`config.mk`:
```
export PLATFORM = sky130hd
export DESIGN_NAME = nim_engine
export DESIGN_NICKNAME = d
export VERILOG_FILES = /design/src/rtl/nim_pkg.sv /design/src/rtl/nim_strategy.sv /design/src/rtl/nim_validate.sv /design/src/rtl/nim_state.sv /design/src/rtl/nim_engine.sv
export SDC_FILE = /design/constraint.sdc
export NUM_CORES = 1
export LEC_CHECK = 0
export ABC_AREA = 1
export BUFFER_PORTS_ARGS = -buffer_cell sky130_fd_sc_hd__buf_2
export CORE_MARGIN = 3
export CORE_UTILIZATION = 47
export CTS_CLUSTER_DIAMETER = 200
export DETAILED_ROUTE_END_ITERATION = 6
export PLACE_DENSITY = 0.67
export SLEW_MARGIN = 20
export SYNTH_ARGS = -nofsm -noshare
export SYNTH_HDL_FRONTEND = slang
export SYNTH_SLANG_ARGS = --single-unit
```
`constraint.sdc`:
```
create_clock -name clk -period 4.3 [get_ports clk]
set_input_delay 0.43 -clock clk [delete_from_list [all_inputs] [get_ports clk]]
set_output_delay 0.43 -clock clk [all_outputs]
set_load 0.01 [all_outputs]
```
`src/rtl/nim_pkg.sv`:
```
package nim_pkg;
  // number of stacks; select is one-hot over this many bits
  localparam int NSTK = 3;

  typedef enum logic {
    SIDE_MACHINE = 1'b0,
    SIDE_HUMAN   = 1'b1
  } side_e;
endpackage

```
`src/rtl/nim_strategy.sv`:
```
module nim_strategy
  import nim_pkg::*;
#(
  parameter int W = 4
) (
  input  logic [NSTK-1:0][W-1:0] heaps,
  output logic [NSTK-1:0]        pick,
  output logic [W-1:0]           new_size
);
  logic [W-1:0] nsum;
  logic         found;

  always_comb begin
    nsum = '0;
    for (int i = 0; i < NSTK; i++) nsum = nsum ^ heaps[i];

    pick     = '0;
    new_size = '0;
    found    = 1'b0;
    // winning reduction, lowest stack first
    for (int i = 0; i < NSTK; i++) begin
      if (!found && ((heaps[i] ^ nsum) < heaps[i])) begin
        pick[i]  = 1'b1;
        new_size = heaps[i] ^ nsum;
        found    = 1'b1;
      end
    end
    // stall: one item from the first non-empty stack
    for (int i = 0; i < NSTK; i++) begin
      if (!found && (heaps[i] != '0)) begin
        pick[i]  = 1'b1;
        new_size = heaps[i] - W'(1);
        found    = 1'b1;
      end
    end
  end
endmodule

```
`src/rtl/nim_validate.sv`:
```
module nim_validate
  import nim_pkg::*;
#(
  parameter int W = 4
) (
  input  logic [NSTK-1:0][W-1:0] heaps,
  input  logic [NSTK-1:0]        sel,
  input  logic [W-1:0]           cnt,
  output logic                   legal,
  output logic [W-1:0]           new_size
);
  logic         sel_ok;
  logic [W-1:0] chosen;

  always_comb begin
    sel_ok = (sel != '0) && ((sel & (sel - NSTK'(1))) == '0);
    chosen = '0;
    for (int i = 0; i < NSTK; i++) begin
      if (sel[i]) chosen = chosen | heaps[i];
    end
    legal    = sel_ok && (cnt != '0) && (cnt <= chosen);
    new_size = chosen - cnt;
  end
endmodule

```
`src/rtl/nim_state.sv`:
```
module nim_state
  import nim_pkg::*;
#(
  parameter int                          W    = 4,
  parameter logic [NSTK-1:0][W-1:0]      INIT = '0
) (
  input  logic                   clk,
  input  logic                   rst,
  input  logic                   freeze,
  input  logic [NSTK-1:0]        ai_pick,
  input  logic [W-1:0]           ai_size,
  input  logic                   hu_take,
  input  logic [NSTK-1:0]        hu_pick,
  input  logic [W-1:0]           hu_size,
  output logic [NSTK-1:0][W-1:0] heaps,
  output side_e                  turn
);
  for (genvar g = 0; g < NSTK; g++) begin : g_stack
    logic [W-1:0] q;
    always_ff @(posedge clk) begin
      if (rst) begin
        q <= INIT[g];
      end else if (!freeze) begin
        if (turn == SIDE_MACHINE && ai_pick[g]) begin
          q <= ai_size;
        end else if (turn == SIDE_HUMAN && hu_take && hu_pick[g]) begin
          q <= hu_size;
        end
      end
    end
    assign heaps[g] = q;
  end

  always_ff @(posedge clk) begin
    if (rst) begin
      turn <= SIDE_MACHINE;
    end else if (!freeze) begin
      if (turn == SIDE_MACHINE) turn <= SIDE_HUMAN;
      else if (hu_take)         turn <= SIDE_MACHINE;
    end
  end
endmodule

```
`src/rtl/nim_engine.sv`:
```
module nim_engine
  import nim_pkg::*;
#(
  parameter int W      = 4,
  parameter int INIT_A = 3,
  parameter int INIT_B = 4,
  parameter int INIT_C = 5
) (
  input  logic         clk,
  input  logic         rst,
  input  logic         move_en,
  input  logic [2:0]   pick_sel,
  input  logic [W-1:0] take_cnt,
  output logic [W-1:0] size_a,
  output logic [W-1:0] size_b,
  output logic [W-1:0] size_c,
  output logic         bad_move,
  output logic         human_won,
  output logic         machine_won
);
  localparam logic [NSTK-1:0][W-1:0] INIT_VEC =
    {W'(INIT_C), W'(INIT_B), W'(INIT_A)};

  logic [NSTK-1:0][W-1:0] heaps;
  logic [NSTK-1:0]        ai_pick;
  logic [W-1:0]           ai_size;
  logic                   hu_legal;
  logic [W-1:0]           hu_size;
  logic                   game_over;
  logic                   hu_take;
  side_e                  turn;

  nim_strategy #(.W(W)) u_strat (
    .heaps    (heaps),
    .pick     (ai_pick),
    .new_size (ai_size)
  );

  nim_validate #(.W(W)) u_valid (
    .heaps    (heaps),
    .sel      (pick_sel),
    .cnt      (take_cnt),
    .legal    (hu_legal),
    .new_size (hu_size)
  );

  assign game_over = (heaps == '0);
  assign hu_take   = move_en && hu_legal;

  nim_state #(.W(W), .INIT(INIT_VEC)) u_state (
    .clk     (clk),
    .rst     (rst),
    .freeze  (game_over),
    .ai_pick (ai_pick),
    .ai_size (ai_size),
    .hu_take (hu_take),
    .hu_pick (pick_sel),
    .hu_size (hu_size),
    .heaps   (heaps),
    .turn    (turn)
  );

  assign size_a      = heaps[0];
  assign size_b      = heaps[1];
  assign size_c      = heaps[2];
  // the side holding the turn at the end did not take the last item
  assign human_won   = game_over && (turn == SIDE_MACHINE);
  assign machine_won = game_over && (turn == SIDE_HUMAN);
  assign bad_move    = (turn == SIDE_HUMAN) && !game_over && move_en && !hu_legal;
endmodule

```
* Word-level counts from Yosys, hierarchy flattened
Cells that the tools add are included. W data, S select, Z words.
Operators by class: add/subtract/negate cells 5, magnitude comparators 4, muxes and demuxes 27, bitwise operators 10, reductions and logical operators 41
Operators with widths (number):
- $mux W4 | 15
- $logic_and A1 B1 Y1 | 21
- $xor A4 B4 Y4 | 5
- $reduce_bool A4 Y1 | 4
- $logic_not A12 Y1 | 1
- $lt A4 B4 Y1 | 3
- $mux W1 | 12
- $sub A4 B1 Y4 const B | 3
- $or A4 B4 Y4 | 2
- $logic_not A1 Y1 | 7
- $reduce_and A2 Y1 | 3
- $reduce_bool A2 Y1 | 3
- $le A4 B4 Y1 | 1
- $sub A4 B4 Y4 | 1
- $and A3 B3 Y3 | 1
- $logic_not A3 Y1 | 1
- $reduce_bool A3 Y1 | 1
- $sub A3 B1 Y3 const B | 1
- $not A1 Y1 | 2
Storage, ports and cells: flip-flop bits (word level) 13, input bits 10, output and inout port bits 15

* Logic depth before layout (Yosys ltp)
Gate-level depths: netlist of the first run.
depth after elaboration 23, mapped depth 19

* Cells and area by module
A second synthesis of the first run with hierarchy kept.
Unflattened totals: cells, all modules 354, area, all modules 2089.5 um2
By module, submodules not included:
- nim_strategy | instances 1, cells an instance 151, area an instance 895.9 um2
- nim_state | instances 1, cells an instance 132, area an instance 824.5 um2
- nim_validate | instances 1, cells an instance 52, area an instance 285.3 um2
- nim_engine | instances 1, cells an instance 19, area an instance 83.8 um2

* Least setup slack after synthesis of the first run
OpenSTA, ideal clock, no wires.
kind register to register, start point register u_state.g_stack[2].q[2], end point register u_state.g_stack[2].q[3], library setup time 0.111 ns, arrival 2.572 ns, required time 4.189 ns, path slack 1.616 ns, cell stages (with the launch flop) 20, buffers on the path 1, clock period less this slack 2.684 ns, path through dfxtp_1 clkbuf_1 inv_1 ha_1 inv_1 ha_1 xor2_1 nand2_1 nor2_1 nand2_1 nand2_4 nand3_4 nor2_8 nand3_4 nand2_4 nand3_4 nand2_2 inv_1 nor2_1 nor2_1
On the way: longest elaborated chain between the ends 22, elaborated cells between the ends (all ways) 47, classes of those cells add/sub (2); order compare (4); mux (16); bitwise (6); reduce/logical (19)
RTL lines:
- from (decl) | line nim_state.sv:19 | logic [W-1:0] q;
- from (signal assigned) | line nim_state.sv:22 | q <= INIT[g];
- from (signal assigned) | line nim_state.sv:25 | q <= ai_size;
- from (signal assigned) | line nim_state.sv:27 | q <= hu_size;
- $xor A4 B4 Y4 | line nim_strategy.sv:15 | for (int i = 0; i < NSTK; i++) nsum = nsum ^ heaps[i];
- $xor A4 B4 Y4 | line nim_strategy.sv:22 | if (!found && ((heaps[i] ^ nsum) < heaps[i])) begin
- $lt A4 B4 Y1 | line nim_strategy.sv:22
- $mux W1 | line nim_strategy.sv:22
- $logic_not A1 Y1 | line nim_strategy.sv:22
- $logic_and A1 B1 Y1 | line nim_strategy.sv:22
- $mux W1 | line nim_strategy.sv:22
- $logic_not A1 Y1 | line nim_strategy.sv:22
- [6 not listed]
- $logic_and A1 B1 Y1 | line nim_strategy.sv:30 | if (!found && (heaps[i] != '0)) begin
- $mux W1 | line nim_strategy.sv:30
- $logic_not A1 Y1 | line nim_strategy.sv:30
- $logic_and A1 B1 Y1 | line nim_strategy.sv:30
- $mux W1 | line nim_strategy.sv:30
- $logic_and A1 B1 Y1 | line nim_state.sv:24 | if (turn == SIDE_MACHINE && ai_pick[g]) begin
- $reduce_bool A2 Y1 (no line)
- $reduce_and A2 Y1 (no line)
Parallel ways exist; a longest one is shown, timed or not. The select of a mux whose other input is x is not followed. A chain may end at the register's enable or synchronous reset.

* Worst setup path in the final report of the first run
start point register u_state.g_stack[2].q[2], end point register u_state.g_stack[1].q[3]
On the way: longest elaborated chain between the ends 20, elaborated cells between the ends (all ways) 47, classes of those cells add/sub (2); order compare (4); mux (16); bitwise (6); reduce/logical (19)
RTL lines (line):
- $xor A4 B4 Y4 | nim_strategy.sv:15
- $xor A4 B4 Y4 | nim_strategy.sv:22
- $lt A4 B4 Y1 | nim_strategy.sv:22
- $mux W1 | nim_strategy.sv:22
- $logic_not A1 Y1 | nim_strategy.sv:22
- $logic_and A1 B1 Y1 | nim_strategy.sv:22
- $mux W1 | nim_strategy.sv:22
- $logic_not A1 Y1 | nim_strategy.sv:22
- [4 not listed]
- $mux W1 | nim_strategy.sv:30
- $logic_not A1 Y1 | nim_strategy.sv:30
- $logic_and A1 B1 Y1 | nim_strategy.sv:30
- $mux W1 | nim_strategy.sv:30
- $logic_not A1 Y1 | nim_strategy.sv:30
- $logic_and A1 B1 Y1 | nim_strategy.sv:30
- $mux W4 | nim_strategy.sv:30
- $mux W4 | nim_state.sv:24
- to (signal assigned) | nim_state.sv:22
- to (signal assigned) | nim_state.sv:25
- to (signal assigned) | nim_state.sv:27
- to (decl) | nim_state.sv:19
Parallel ways exist; a longest one is shown, timed or not. The select of a mux whose other input is x is not followed.

==> summary.md, run 1 <==
| Metric | Value |
|---|---|
| Status | complete, no violations |
| Final WL | 5.526 mm |
| Initial DRC count | about 140 |
| Final Wtd Congestion | 0.9256 |
| Residual DRC | 0 |
| CTS tree | yes |
| All-Layer GR Usage | between 20% and 30% |
| Row count | 22 |
| WP data required | 4.44 ns |
| Antenna Nets Post-Route | 0 |
| Vias in the first global route | 1,864 |
| Top-Level Pins | 25 |
| Post-CTS setup buffer count | 0 |
| Most common cell after layout, fill and taps aside | nand2_1 |
| GRT met2 Usage | 39.94% |
| CTS Sinks | 13 |
| Period utilization | 67.88% |
| Deepest clock path buffer count | 2 |
| Slew @ Worst Pin | ~0.46 ns |
| Layout cells sized above 1 | roughly 17% |
| H-tree Lvls | 1 |
| Largest net degree at the start of global routing | 11 |
| Vias/cell | ~5.4 |
| Top cells by area, synth | nand2_1 16%, dfxtp_1 14%, nand3_1 9.4% |
| IO Port Bufs | 24 |
| Nets | 366 |
| Synthesized area | roughly 0.0019 mm2 |
| Vias post-DR | 2,091 |
| Seq cells post-synth | 13 |
| Root Buffer | clkbuf_8 |
| Reg2reg end | u_state.g_stack[1].q[3]$_SDFFE_PP0P_ |
| RSZ-0062 raised after global routing | no |
| Starting Density | 50.23% |
| Setup-failing EPs final | 0 |
| Post-Route Utilization | 55.47% |
| Critical Path End Type | flop |
| Hold_buf cts | 0 |
| Synth warnings | 0 |
| Die area | 0.004860 mm2 |
| Hold crit path type | in2reg |
| Sequential cell area fraction in the yosys report | 13.64% |
| Slew headroom | 69.22% |
| Syn_area_per_cell | 6.019 um2 |
| Post-synth top area cell | nand2_1 |
| FF-to-FF setup slack | 1.38 ns |
| Critical Path AT | 3.05 ns |
| Min Tclk post-route | 2.919 ns |
| Core ar. | 0.003799 mm2 |
| Most frequent cells in the layout | 79 x nand2_1, 42 x nor2_1, 36 x nand3_1 |
| Worst-path maximum fanout | 8 |
| P&R area growth vs syn | 10.43% |
| Fin Setup TNS | 0 ns |
| Post-CTS Resized | 0 |
| GR Layer Usage met3 | 2.029% |
| Fin Hold WS | 0.4306 ns |
| Clock Latency Late Sink | around 0.25 ns |
| Max Slew Vio Count | 0 |
| First-pass GRT wire length | 8.907 mm |
| Total gr overflow | 0 |
| Final Hold Viols | 0 |
| Yosys cell types | 35 |
| Critical path class | reg2reg |
| Die Y | 69.72 um |
| Wire length per cell | 14.24 um |
| Worst clock skew | 0.008167 ns |
| WHS Path Cells | 2 |
| R2R cell count | 18 |
| Die W | 69.72 um |
| Global routing's busiest layer | met2 |
| HP Start | rst |
| Min-Delay Endpoint | u_state.g_stack[0].q[3]$_SDFFE_PP0P_ |
| Dpl hpwl | about 4.5 mm |
| Initial DRT Pass Iterations | 4 |
| Reg clk slew, reported paths | 0.06 ns |
| Yosys top cell area share | 15.54% |
| Synth Instances | 317 |
| Reg-to-reg startpoint | u_state.g_stack[2].q[2]$_SDFFE_PP1P_ |
| Startpoint class of the critical path | flop |
| ANT cells | 0 |
| Fmax achieved | 342.6 MHz |
| Num CTS Buffers | 3 |
| Initial antenna violation count | 0 |
| Met1 GRT Util | 30.01% |
| Syn nets | roughly 340 |
| Max_cap viols | 0 |
routing by layer:
metal,up-vias,wire length [um],share of wire [%]
li1,1068,-,-
met1,959,2542,46
met2,58,2681,49
met3,6,243,4.4
met4,0,59,1.1
met5,-,0,0
flip-flops by register name, indices dropped and copies added, names as in the netlist:
signal,flops
u_state.g_stack.q,12
u_state.turn,1
stage by stage:
step | std cells | setup slack [ns] | instance area (um2)
floorplan | 317 | 1.616 | 1908
global placement | 384 | 1.444 | 2062
detailed placement | 384 | 1.408 | 2062
CTS | 388 | 1.403 | 2107
global route | 388 | 1.080 | 2107
finish | 388 | 1.381 | 2107
critical path: stages (launching register included):
cell,delay (ns)
dfxtp_1,0.49
inv_1,0.14
ha_1,0.35
inv_1,0.07
ha_1,0.30
xor2_1,0.14
nand2_1,0.08
nor2_1,0.10
nand2_1,0.09
nand2_4,0.12
nand2_1,0.07
nor2_2,0.15
nand3_1,0.09
nand2_1,0.12
nand3_1,0.09
nand2_2,0.15
nand2_1,0.07
a21oi_1,0.11
nor2_1,0.05
worst max-delay path by stage:
stage                                         start                                    to  slack (ns)  depth (start not counted)
2_1_floorplan  u_state.g_stack[2].q[2]$_SDFFE_PP1P_  u_state.g_stack[2].q[3]$_SDFFE_PP0P_        1.62                         19
3_3_place_gp   u_state.g_stack[1].q[2]$_SDFFE_PP1P_  u_state.g_stack[1].q[0]$_SDFFE_PP0P_        1.44                         18
3_5_place_dp   u_state.g_stack[1].q[2]$_SDFFE_PP1P_  u_state.g_stack[1].q[3]$_SDFFE_PP0P_        1.41                         18
4_1_cts        u_state.g_stack[1].q[2]$_SDFFE_PP1P_  u_state.g_stack[1].q[3]$_SDFFE_PP0P_        1.40                         18
5_1_grt        u_state.g_stack[2].q[2]$_SDFFE_PP1P_  u_state.g_stack[1].q[1]$_SDFFE_PP0P_        1.08                         18
6_report       u_state.g_stack[2].q[2]$_SDFFE_PP1P_  u_state.g_stack[1].q[3]$_SDFFE_PP0P_        1.38                         18
logic make-up (layout without fill, tap and decap cells):
kind of cell	after synthesis	in the layout	share of synthesized area [%]
AOI/OAI and AO/OA	32	32	9.509
xor gates and xnor gates	16	16	7.344
adders and majority gates	15	15	10.23
buffers and inverters	50	73	10.36
DFF	13	13	13.64
and+or+nand+nor	191	191	48.92
cell usage after synthesis:
cell      instances
dfxtp_1          13
nor2_2            2
nand3_4           3
o21ai_0           8
nand4_1           5
o22ai_1           2
fa_1              1
nor3b_1           1
nand2_1          79
nand3b_1          3
a21oi_1          12
nand2_2           5
nor3_1            4
clkbuf_1          1
inv_1            35
nand3_2           5
inv_4             1
buf_4             1
nand2_4           4
o21ai_2           1
inv_2             7
a21oi_2           2
nor2_8            1
buf_2             2
clkbuf_2          1
nor2_1           42
nand3_1          36
xnor2_1           4
o211ai_1          1
xor2_1           12
a22oi_1           2
clkinv_1          2
ha_1             14
nor4_1            1
o21ai_1           4
area by class of cell:
class | instances | area [um2]
Inverter | 45 | 171.4
Tap cell | 48 | 60.06
Sequential cell | 13 | 260.3
Clock buffer | 4 | 45.04
Timing Repair Buffer | 24 | 120.1
Multi-Input combinational cell | 254 | 1450
Fill cell | 400 | 1692
Power of run 1 is not shown: default switching activity piles up to over one toggle a cycle in this logic, so the estimate is an artifact.
==> run 2: changes to the inputs <==
- ABC_AREA: 1 -> 0
- PLACE_DENSITY: 0.67 -> 0.69
- clock period: 4.3 -> 2.5 ns (I/O delays scaled with it)
==> run 2 against run 1 <==
Effect of this change: area after synthesis is 7.1% higher; global-route usage is 13 points higher; highest routed layer unchanged; critical path type unchanged; cell area is 61% higher; cell count is 12% higher; worst setup slack worse by 2.0 ns; fmax is 5.5% lower; wire length is 79% higher; the run now ends with setup timing left.
==> summary.md, run 2 <==
| Metric | Value |
|---|---|
| Reg clk slew, reported paths | around 0.06 ns |
| Synth cell count leaders | 21 x inv_1, 19 x nand2_1, 19 x nor2_1 |
| Main combinational cell family by area after synthesis | compound AO/OA/AOI/OAI gates |
| Max Slew Vio Count | 0 |
| Max FFs per register | 12 |
| Top-Level Pins | 25 |
| WHS Path Cells | 2 |
| Pwr Total | 6.313 mW |
| Final Wtd Congestion | 0.9702 |
| Biggest register | u_state.g_stack.q |
| Post-synthesis simple-gate area fraction | 23.09% |
| Yosys top cell area share | 12.74% |
| Worst-path maximum fanout | 6 |
| Synth Area in Compound Gates | approximately 32% |
| Slew headroom | between 60 and 70% |
| Nets | 410 |
| Synth Area in Adders | 10.10% |
| All-Layer GR Usage | 35.98% |
| PwrDens | ~1900 mW/mm2 |
| HP Start | rst |
| Fraction of registers with async set/reset | 0% |
| Min Tclk post-route | 3.087 ns |
| Period utilization | 123.5% |
| Row count | 23 |
| Final setup margin | -0.5872 ns |
| Yosys cell types | 67 |
| Post-synthesis xor/xnor area fraction | 9.430% |
| DP Cell Count | 411 |
| Non-Filler Instances | 434 |
| Syn_area_per_cell | between 7 and 8 um2 |
| CTS Sinks | 13 |
| Slew @ Worst Pin | 0.5059 ns |
| Mux cell area share after synthesis | 2.021% |
| Final WL | 9.904 mm |
| Largest net degree at the start of global routing | 18 |
| CP startpoint | u_state.g_stack[1].q[2]$_SDFFE_PP1P_ |
| Wire length per cell | ~23 um |
| Count leader, synth | inv_1 |
| Critical Path AT | approximately 3.2 ns |
| Final Hold Viols | 0 |
| R2R cell count | 13 |
| Reg-to-reg startpoint | u_state.g_stack[1].q[2]$_SDFFE_PP1P_ |
| Finished layout cell area | around 0.0034 mm2 |
| P&R area growth vs syn | 65.58% |
| Clock Latency Late Sink | between 0.2 and 0.3 ns |
| Status | finished with violations |
| Hold crit path type | in2reg |
| Post-Route Utilization | between 80 and 90% |
| Top cells by area, synth | dfxtp_1 13%, ha_1 8.6%, xor2_1 6.0% |
| Setup-failing EPs final | 15 |
| First-pass GRT wire length | between 10 and 15 mm |
| ANT cells | 0 |
| H-tree Lvls | 1 |
| Sequential cell area fraction in the yosys report | 12.74% |
| Most frequent cells in the layout | 96 x buf_4, 24 x buf_2, 19 x inv_1, 19 x nand2_1, 18 x nor2_1 |
| Failing checks | setup timing |
| Synth warnings | 0 |
| Initial antenna violation count | 0 |
| Die Y | 71.94 um |
| Antenna Nets Post-Route | 0 |
| Initial DRC count | 482 |
| Deepest clock path buffer count | 2 |
| Vias post-DR | 2,978 |
| IO Port Bufs | 24 |
| Core ar. | 0.004086 mm2 |
| Post-synth EDFFs | 0 |
| Max_cap viols | 0 |
| Starting Density | between 50 and 60% |
| Critical path class | reg2reg |
| Num CTS Buffers | 3 |
| RSZ-0062 raised after global routing | yes |
| Seq cells post-synth | 13 |
| Root Buffer | clkbuf_8 |
| Synth Instances | 266 |
| Most common cell after layout, fill and taps aside | buf_4 |
| Dpl hpwl | 5.901 mm |
| Syn nets | 291 |
| Worst clock skew | 0.0008815 ns |
| Fmax achieved | 323.9 MHz |
| Vias in the first global route | 2,824 |
| Die area | slightly above 0.005 mm2 |
| Die W | ~70 um |
| Residual DRC | 0 |
| Fin Setup TNS | -6.500 ns |
| Top flop regs | u_state.g_stack.q (12), u_state.turn (1) |
| Startpoint class of the critical path | flop |
| Critical Path End Type | flop |
| Leakage power | 1.472 nW |
| Peak supply drop | 1461 uV |
| Post-synth top area cell | dfxtp_1 |
| CTS tree | yes |
| Hold_buf cts | 0 |
| WP data required | roughly 2.7 ns |
| Total gr overflow | 0 |
| Synthesized area | 0.002043 mm2 |
| Layout cells sized above 1 | 53.39% |
| Initial DRT Pass Iterations | 6 |
| Vias/cell | 6.862 |
| Main flop type after synthesis | dfxtp_1 |
| Area after DPL | roughly 0.0028 mm2 |
[run 2: changes by cell type in the layout (fill, tap and decap cells not counted), moves of 5 or more]
| cell | previous run | this run |
|---|---|---|
| buf_4 | 0 | 96 |
| nand2_1 | 79 | 19 |
| nand3_1 | 36 | 6 |
| nor2_1 | 42 | 18 |
| inv_1 | 35 | 19 |
| buf_6 | 0 | 12 |
| o21ai_0 | 8 | 1 |
| inv_2 | 7 | 2 |
| nand2_2 | 5 | 0 |
| nor3_1 | 4 | 9 |
[run 2: per-stage QoR]
stage / worst slack (ns) / hold WS (ns)
after floorplan: -0.6441 / 0.5603
after global placement: -0.5365 / 0.6463
after detailed placement: -0.5730 / 0.6630
after CTS: -0.4834 / 0.4243
after global routing: -0.6929 / 0.4489
final: -0.5872 / 0.4522
[run 2: cell families (layout without fill, tap and decap cells)]
logic type	Yosys count	in the layout
and+or+nand+nor	89	90
AOI/OAI and AO/OA	79	80
buffers and inverters	43	159
xor gates and xnor gates	22	22
adders and majority gates	16	16
DFF	13	13
muxes	4	4
[run 2: final timing paths]
kind | end | slack (ns)
worst min register to register | u_state.g_stack[2].q[0]$_SDFFE_PP1P_ | 0.69
worst max register to register | u_state.g_stack[0].q[1]$_SDFFE_PP1P_ | -0.59
worst min-delay path | u_state.g_stack[1].q[3]$_SDFFE_PP0P_ | 0.45
worst max-delay path | u_state.g_stack[0].q[1]$_SDFFE_PP1P_ | -0.59
[run 2: report_power, final]
part | internal (mW) | switching (mW) | total, mW
registers | 0.267 | 0.0584 | 0.325
logic | 2.84 | 2.95 | 5.79
clock network | 0.113 | 0.0851 | 0.198
total | 3.22 | 3.09 | 6.31
[run 2: timing repair]
| item | CTS | global route |
|---|---|---|
| resized for setup | 51 | 22 |
| setup buffers | 14 | 6 |
| pin swaps | 32 | 23 |
| gates cloned | 2 | 0 |
| setup endpoints to repair | 14 | 15 |
[run 2: worst max-delay path, stage by stage, from the launching register on]
cell and delay (ns):
dfxtp_2 0.33, xor2_1 0.17, ha_1 0.34, inv_4 0.04
ha_4 0.25, xnor2_4 0.13, a31oi_4 0.19, o221a_4 0.28
nor2_4 0.08, or3_4 0.41, buf_6 0.14, o31ai_4 0.27
nor3_4 0.08, a221oi_2 0.27
[run 2: area by class of cell]
cell class,instances,area (um2)
well taps,50,62.56
flip-flops and latches,13,265.3
clock buffers,4,45.04
inverters,22,85.08
fillers,215,703.2
multi-input cells,212,1934
repair buffers,133,991.0
[run 2: routing by layer]
metal	vias to the layer above	global-route usage, %	routed length (um)
li1	1242	-	-
met1	1365	43.90	3455
met2	285	60.61	4574
met3	86	7.618	1144
met4	0	16.28	729
met5	-	0	0
No activity file was read; power rests on OpenSTA's default activity.
